`src/rtl/stamp_pkg.sv`:
```
package stamp_pkg;

    localparam int PORTS_DEF   = 4;
    localparam int STAMP_W_DEF = 32;

    // Per-port control flags held beside each stored time value
    typedef struct packed {
        logic armed;   // waiting for the first frame after arming
        logic valid;   // stamp belongs to the current measurement
    } slot_state_t;

    typedef enum logic [1:0] {
        REG_IDLE   = 2'd0,
        REG_ARM    = 2'd1,
        REG_IGNORE = 2'd2
    } reg_op_t;

    // Classify a register write; only slot 0 starts a measurement
    function automatic reg_op_t classify_write(input logic wr, input logic is_slot0);
        if (!wr)
            return REG_IDLE;
        else if (is_slot0)
            return REG_ARM;
        else
            return REG_IGNORE;
    endfunction

endpackage

```
`src/rtl/stamp_arm_decode.sv`:
```
module stamp_arm_decode
    import stamp_pkg::*;
#(
    parameter int ADDR_W = 2
) (
    input  logic              reg_wr,
    input  logic [ADDR_W-1:0] reg_addr,
    output logic              arm_pulse
);

    reg_op_t op;

    always_comb begin
        op        = classify_write(reg_wr, reg_addr == '0);
        arm_pulse = (op == REG_ARM);
    end

endmodule

```
`src/rtl/stamp_port_slot.sv`:
```
module stamp_port_slot
    import stamp_pkg::*;
#(
    parameter int STAMP_W = 32
) (
    input  logic               clk,
    input  logic               rst,
    input  logic               arm_pulse,
    input  logic               sof,
    input  logic [STAMP_W-1:0] now,
    output logic [STAMP_W-1:0] stamp,
    output logic               valid
);

    slot_state_t        st_q;
    logic [STAMP_W-1:0] stamp_q;

    always_ff @(posedge clk) begin
        if (rst) begin
            st_q    <= '{armed: 1'b0, valid: 1'b0};
            stamp_q <= '0;
        end else if (arm_pulse) begin
            // a strobe in the arming cycle is dropped on purpose
            st_q <= '{armed: 1'b1, valid: 1'b0};
        end else if (st_q.armed && sof) begin
            stamp_q <= now;
            st_q    <= '{armed: 1'b0, valid: 1'b1};
        end
    end

    assign stamp = stamp_q;
    assign valid = st_q.valid;

endmodule

```
`src/rtl/stamp_read_mux.sv`:
```
module stamp_read_mux #(
    parameter int NPORT   = 4,
    parameter int STAMP_W = 32,
    parameter int ADDR_W  = 2
) (
    input  logic [NPORT-1:0][STAMP_W-1:0] stamps,
    input  logic [ADDR_W-1:0]             sel,
    output logic [STAMP_W-1:0]            data
);

    always_comb begin
        data = '0;
        for (int i = 0; i < NPORT; i++) begin
            if (sel == ADDR_W'(i))
                data = stamps[i];
        end
    end

endmodule

```
`src/rtl/port_rx_stamper.sv`:
```
module port_rx_stamper
    import stamp_pkg::*;
#(
    parameter int NPORT   = PORTS_DEF,
    parameter int STAMP_W = STAMP_W_DEF
) (
    input  logic                     clk,
    input  logic                     rst,
    input  logic [STAMP_W-1:0]       sys_time,
    input  logic [NPORT-1:0]         frame_sof,
    input  logic                     reg_wr,
    input  logic [$clog2(NPORT)-1:0] reg_addr,
    input  logic [$clog2(NPORT)-1:0] rd_addr,
    output logic [STAMP_W-1:0]       rd_data,
    output logic [NPORT-1:0]         stamp_valid
);

    localparam int ADDR_W = $clog2(NPORT);

    logic                            arm_pulse;
    logic [NPORT-1:0][STAMP_W-1:0]   stamp_w;

    stamp_arm_decode #(.ADDR_W(ADDR_W)) u_dec (
        .reg_wr    (reg_wr),
        .reg_addr  (reg_addr),
        .arm_pulse (arm_pulse)
    );

    for (genvar p = 0; p < NPORT; p++) begin : g_slot
        stamp_port_slot #(.STAMP_W(STAMP_W)) u_slot (
            .clk       (clk),
            .rst       (rst),
            .arm_pulse (arm_pulse),
            .sof       (frame_sof[p]),
            .now       (sys_time),
            .stamp     (stamp_w[p]),
            .valid     (stamp_valid[p])
        );
    end

    stamp_read_mux #(.NPORT(NPORT), .STAMP_W(STAMP_W), .ADDR_W(ADDR_W)) u_rd (
        .stamps (stamp_w),
        .sel    (rd_addr),
        .data   (rd_data)
    );

endmodule

```
`config.mk`:
```
export PLATFORM = sky130hd
export DESIGN_NAME = port_rx_stamper
export DESIGN_NICKNAME = d
export VERILOG_FILES = /design/src/rtl/stamp_pkg.sv /design/src/rtl/stamp_arm_decode.sv /design/src/rtl/stamp_port_slot.sv /design/src/rtl/stamp_read_mux.sv /design/src/rtl/port_rx_stamper.sv
export SDC_FILE = /design/constraint.sdc
export NUM_CORES = 1
export LEC_CHECK = 0
export ABC_CLOCK_PERIOD_IN_PS = 3800
export BUFFER_PORTS_ARGS = -buffer_cell sky130_fd_sc_hd__buf_2
export CAP_MARGIN = 15
export CORE_MARGIN = 2
export CORE_UTILIZATION = 42
export CTS_CLUSTER_SIZE = 14
export DETAILED_ROUTE_END_ITERATION = 16
export GPL_TIMING_DRIVEN = 0
export PLACE_DENSITY = 0.73
export SLEW_MARGIN = 20
export SYNTH_ARGS = -nofsm -noshare
export SYNTH_HDL_FRONTEND = slang
export SYNTH_HIERARCHICAL = 1
export SYNTH_SLANG_ARGS = --single-unit
```
`constraint.sdc`:
```
create_clock -name clk -period 3.8 [get_ports clk]
set_input_delay 0.57 -clock clk [delete_from_list [all_inputs] [get_ports clk]]
set_output_delay 0.57 -clock clk [all_outputs]
set_load 0.005 [all_outputs]
```
# Word-level counts from Yosys, hierarchy flattened
# Index checks and enable logic that the tools add are counted.
# W data, S select, Z words.
[word_totals] input_bits=43 latchBits=0 rom_bits=0 ramBits=0 elab_cells=46 register_bits=136 memories=0 out_inout_bits=36
[classes] eq_ne=4 n_div=0 addsub=0 reduce_logical=15 magnitude_cmp=0 n_mux=14 n_bitwise=1 mul=0 shift=0
[ops] operator="$mux W32" n=4
[ops] operator="$mux W2" n=10
[ops] operator="$reduce_and A2 Y1" n=4
[ops] operator="$reduce_bool A2 Y1" n=4
[ops] operator="$eq A2 B1 Y1 const B" n=2
[ops] operator="$eq A2 B2 Y1 const B" n=2
[ops] operator="$logic_and A1 B1 Y1" n=4
[ops] operator="$logic_not A2 Y1" n=2
[ops] operator="$reduce_or A2 Y1" n=1
[ops] operator="$not A1 Y1" n=1

# Logic depth before layout (Yosys ltp)
[logic_depth] word_depth=6 ltp_mapped=5 mapped_depth_nobuf=3

# Hierarchy
# Netlist, hierarchy kept.
[by_module_without_submodules] module="stamp_port_slot" area_per_inst_um2=1535.2 seq_area_each_um2=680.7 cells_each=147 n_inst=4
[by_module_without_submodules] module="stamp_read_mux" area_per_inst_um2=814.5 seq_area_each_um2=0.0 cells_each=39 n_inst=1
[by_module_without_submodules] module="stamp_arm_decode" area_per_inst_um2=12.5 seq_area_each_um2=0.0 cells_each=1 n_inst=1

# Least setup slack after synthesis
# Ideal clock, no wire load.
[synth_timing] kind="input to output" from="input port rd_addr[0]" to="output port rd_data[10]" path_stages=3 path_slack_ns=1.899 t_arrival_ns=1.331 required_ns=3.230 n_path_buf=2 path_cell_list="buf_6 > buf_12 > mux4_2"
[synth_between] elab_chain_len=5 word_cells_on_any_way=8 cone_classes="eq/ne: 3; mux: 4; reduce/logical: 1"
[synth_rtl] element="from (decl)" line="port_rx_stamper.sv:13" rtl="input logic [$clog2(NPORT)-1:0] rd_addr,"
[synth_rtl] element="$logic_not A2 Y1" line="stamp_read_mux.sv:14" rtl="if (sel == ADDR_W'(i))"
[synth_rtl] element="$mux W32 (3 in series)" line="stamp_read_mux.sv:14"
[synth_rtl] element="$mux W32 *" line="stamp_read_mux.sv:14"
[synth_rtl] element="to (decl)" line="port_rx_stamper.sv:14" rtl="output logic [STAMP_W-1:0] rd_data,"
# Mark *: on every way between the ends. The rest lies on a longest branch, timed or not.

# Worst setup path in the final report
[layout_timing] from="input port rd_addr[1]" to="output port rd_data[1]"
# The elaborated chain is that of the path after synthesis.

==> metrics.txt <==
leakage power 3.00 nW; Seq cells post-synth 136; maximum vdd drop 0.000307 V; Buf/Inv on CP 3; area delta synth->final 17.7%; first-pass GRT wire length 26100 µm; P_sw 0.755 mW; Tcrit/Tclk final 0.572; syn nets 671; max cap viols 0; final-stage net count 766; initial core utilization 0.425; WL final 16300 µm; setup TNS 0 ns; XOR/XNOR share of the synthesized area 0; R2R Path Start g_slot[1].u_slot/st_q[1]; post-synth top area share 0.391; most common cell in the synthesized netlist nand2b_1; global-route usage over all layers 0.193; Hold Violations, Final 0; Crit Path Class in2out; via/cell ratio 4.89; sequential area share after synthesis 0.391; Most Frequent Cell on Critical Path buf_2; DR iter-0 viols 244; post-placement cell count 924; share of layout cells above drive strength 1 0.231; CP max stage cell mux4_2; pins over their slew limit 0; WL per Instance 17.1 µm; largest family of logic cells by synthesized area multiplexers; Adder-Cell Fraction of Synth Area 0; Tmin final 2.17 ns; CP Cell Sequence buf_2 > buf_2 > mux4_2 > buf_2; # rows 47; CP Launch Point rd_addr[1]; Logic pwr share 0.087; IO Port Bufs 76; Placeable Area 0.0164 mm²; cell count after synthesis 628; TritonRoute pass-1 iters 4; most frequent cells after synthesis nand2b_1 (260), dfxtp_1 (136), mux2i_1 (128); delay of the slowest critical-path stage 0.38 ns; RSZ-0062 raised after global routing false; Top Family by Delay on Critical Path buffers and inverters; post-route insts no fill 956; global route overflow 0; Final setup viols 0; die area 0.0176 mm²; Worst-Margin Slew 0.628 ns; antenna diode count 0; Synth Area in Compound Gates 0.00575; asr flop ratio synth 0; cts hold-fix bufs 0; HP Class in2reg; IO Count 79; simple-gate share of the synthesized area 0.243; gpl congestion 0.744; synthesized area per cell 11.1 µm²; Root Driver clkbuf_16; Clk pwr share 0.476; Critical Path End Type primary output; leading area contributor after synthesis dfxtp_1; number of H-tree levels 4; CTS max path bufs 2; sequential share of power 0.437; Post-synth EDFFs 0; worst-skew pair later-pin latency 0.42 ns; critical hold path startpoint frame_sof[3]; Max Freq 460 MHz; Post-synth top flop dfxtp_1; Crit path arrival time 1.60 ns; hpwl dp 10900 µm; synth unique cells 15; Worst Path Max Fanout 10; CTS buffer count 17; CTS clk-pin slew, worst paths 0.05 ns; largest net degree at the start of global routing 17; Cell Int Power 2.59 mW; CP required 3.23 ns; Hold WS 0.440 ns; clk sink count 136; post-synthesis mux area share 0.288; DIE HEIGHT 133 µm; die width 133 µm; Slew HR 0.579; Vias 4676; Sw Share 0.226; Syn Std Cell Area 0.00697 mm²; largest cells by area after synthesis dfxtp_1 (39%), nand2b_1 (23%), mux2i_1 (18%); Yosys Warn Count 6; vias in the first global route 4801; Post-CTS Resized 0; startpoint types input pin; Antenna Nets Post-Route 0; initial antenna violation count 0; DRC Markers 0; clk_skew 0.0108 ns; post-CTS setup buffer count 0; CTS tree done; power per cell area 408 mW/mm²; status finished clean
logic make-up after synthesis:
group | count (synthesis)
multiplexers | 160
AO/OA/AOI/OAI | 8
AND/OR/NAND/NOR | 269
buffers and inverters | 55
flip-flops | 136
metrics by stage:
stage                     total power, mW  instance area [µm²]  worst slack (ns)   util
final                                3.34                 8200              1.63  0.500
after global routing                 3.46                 8200              1.58  0.500
after CTS                            3.38                 8200              1.62  0.500
after detailed placement             1.79                 7620              1.63  0.465
after global placement               1.78                 7620              1.65  0.465
after floorplan                      1.68                 6970              1.90      -
final timing paths:
path | end | slack (ns) | depth (start not counted)
min reg2reg | g_slot[0].u_slot/stamp[14] | 0.47 | 2
max reg2reg | g_slot[1].u_slot/stamp[15] | 2.67 | 4
min | g_slot[3].u_slot/st_q[1] | 0.44 | 3
max | rd_data[1] | 1.63 | 4
power groups by stage:
stage          sequential (mW)  clock [mW]  combinational [mW]
4_1_cts                   1.46        1.62               0.295
5_1_grt                   1.47        1.68               0.316
6_report                  1.46        1.59               0.291
2_1_floorplan             1.49           0               0.193
3_3_place_gp              1.49           0               0.290
3_5_place_dp              1.49           0               0.293
tightest hold or removal path: cells and delay by family:
kind / cells / cell delay (ns)
AO/OA/AOI/OAI: 1 / 0.06
buffers and inverters: 1 / 0.09
AND/OR/NAND/NOR: 1 / 0.09
layer usage:
layer,GRT usage,up-vias,part of all wire
met5,0,-,0
met4,0.0741,0,0.014
met3,0.0372,18,0.052
met2,0.318,107,0.48
met1,0.252,2249,0.45
li1,-,2302,-
flip-flops by register name, summed over array words and instances, names as in the netlist:
register	flops
g_slot.u_slot/valid	4
g_slot.u_slot/st_q	4
g_slot.u_slot/stamp	128
placed cells by master, fill, tap and decap left out:
cell type	count
a21oi_1	8
and3b_1	4
buf_12	15
buf_2	83
buf_6	5
bufinv_16	1
clkbuf_1	20
clkbuf_16	17
clkbuf_2	4
clkbuf_8	6
clkinv_2	8
dfxtp_1	136
inv_1	4
mux2i_1	128
mux4_1	2
mux4_2	30
nand2b_1	260
nor3_1	4
nor3b_2	1
layout make-up:
type,count,area [µm²]
Clock buffer,23,508
Fill cell,1456,8210
Sequential cell,136,2720
Timing Repair Buffer,76,380
Tap cell,220,275
Multi-Input combinational cell,437,3740
Clock inverter,9,70.1
Inverter,4,15.0
Buffer,51,487
No activity file was read; power rests on OpenSTA's default activity.
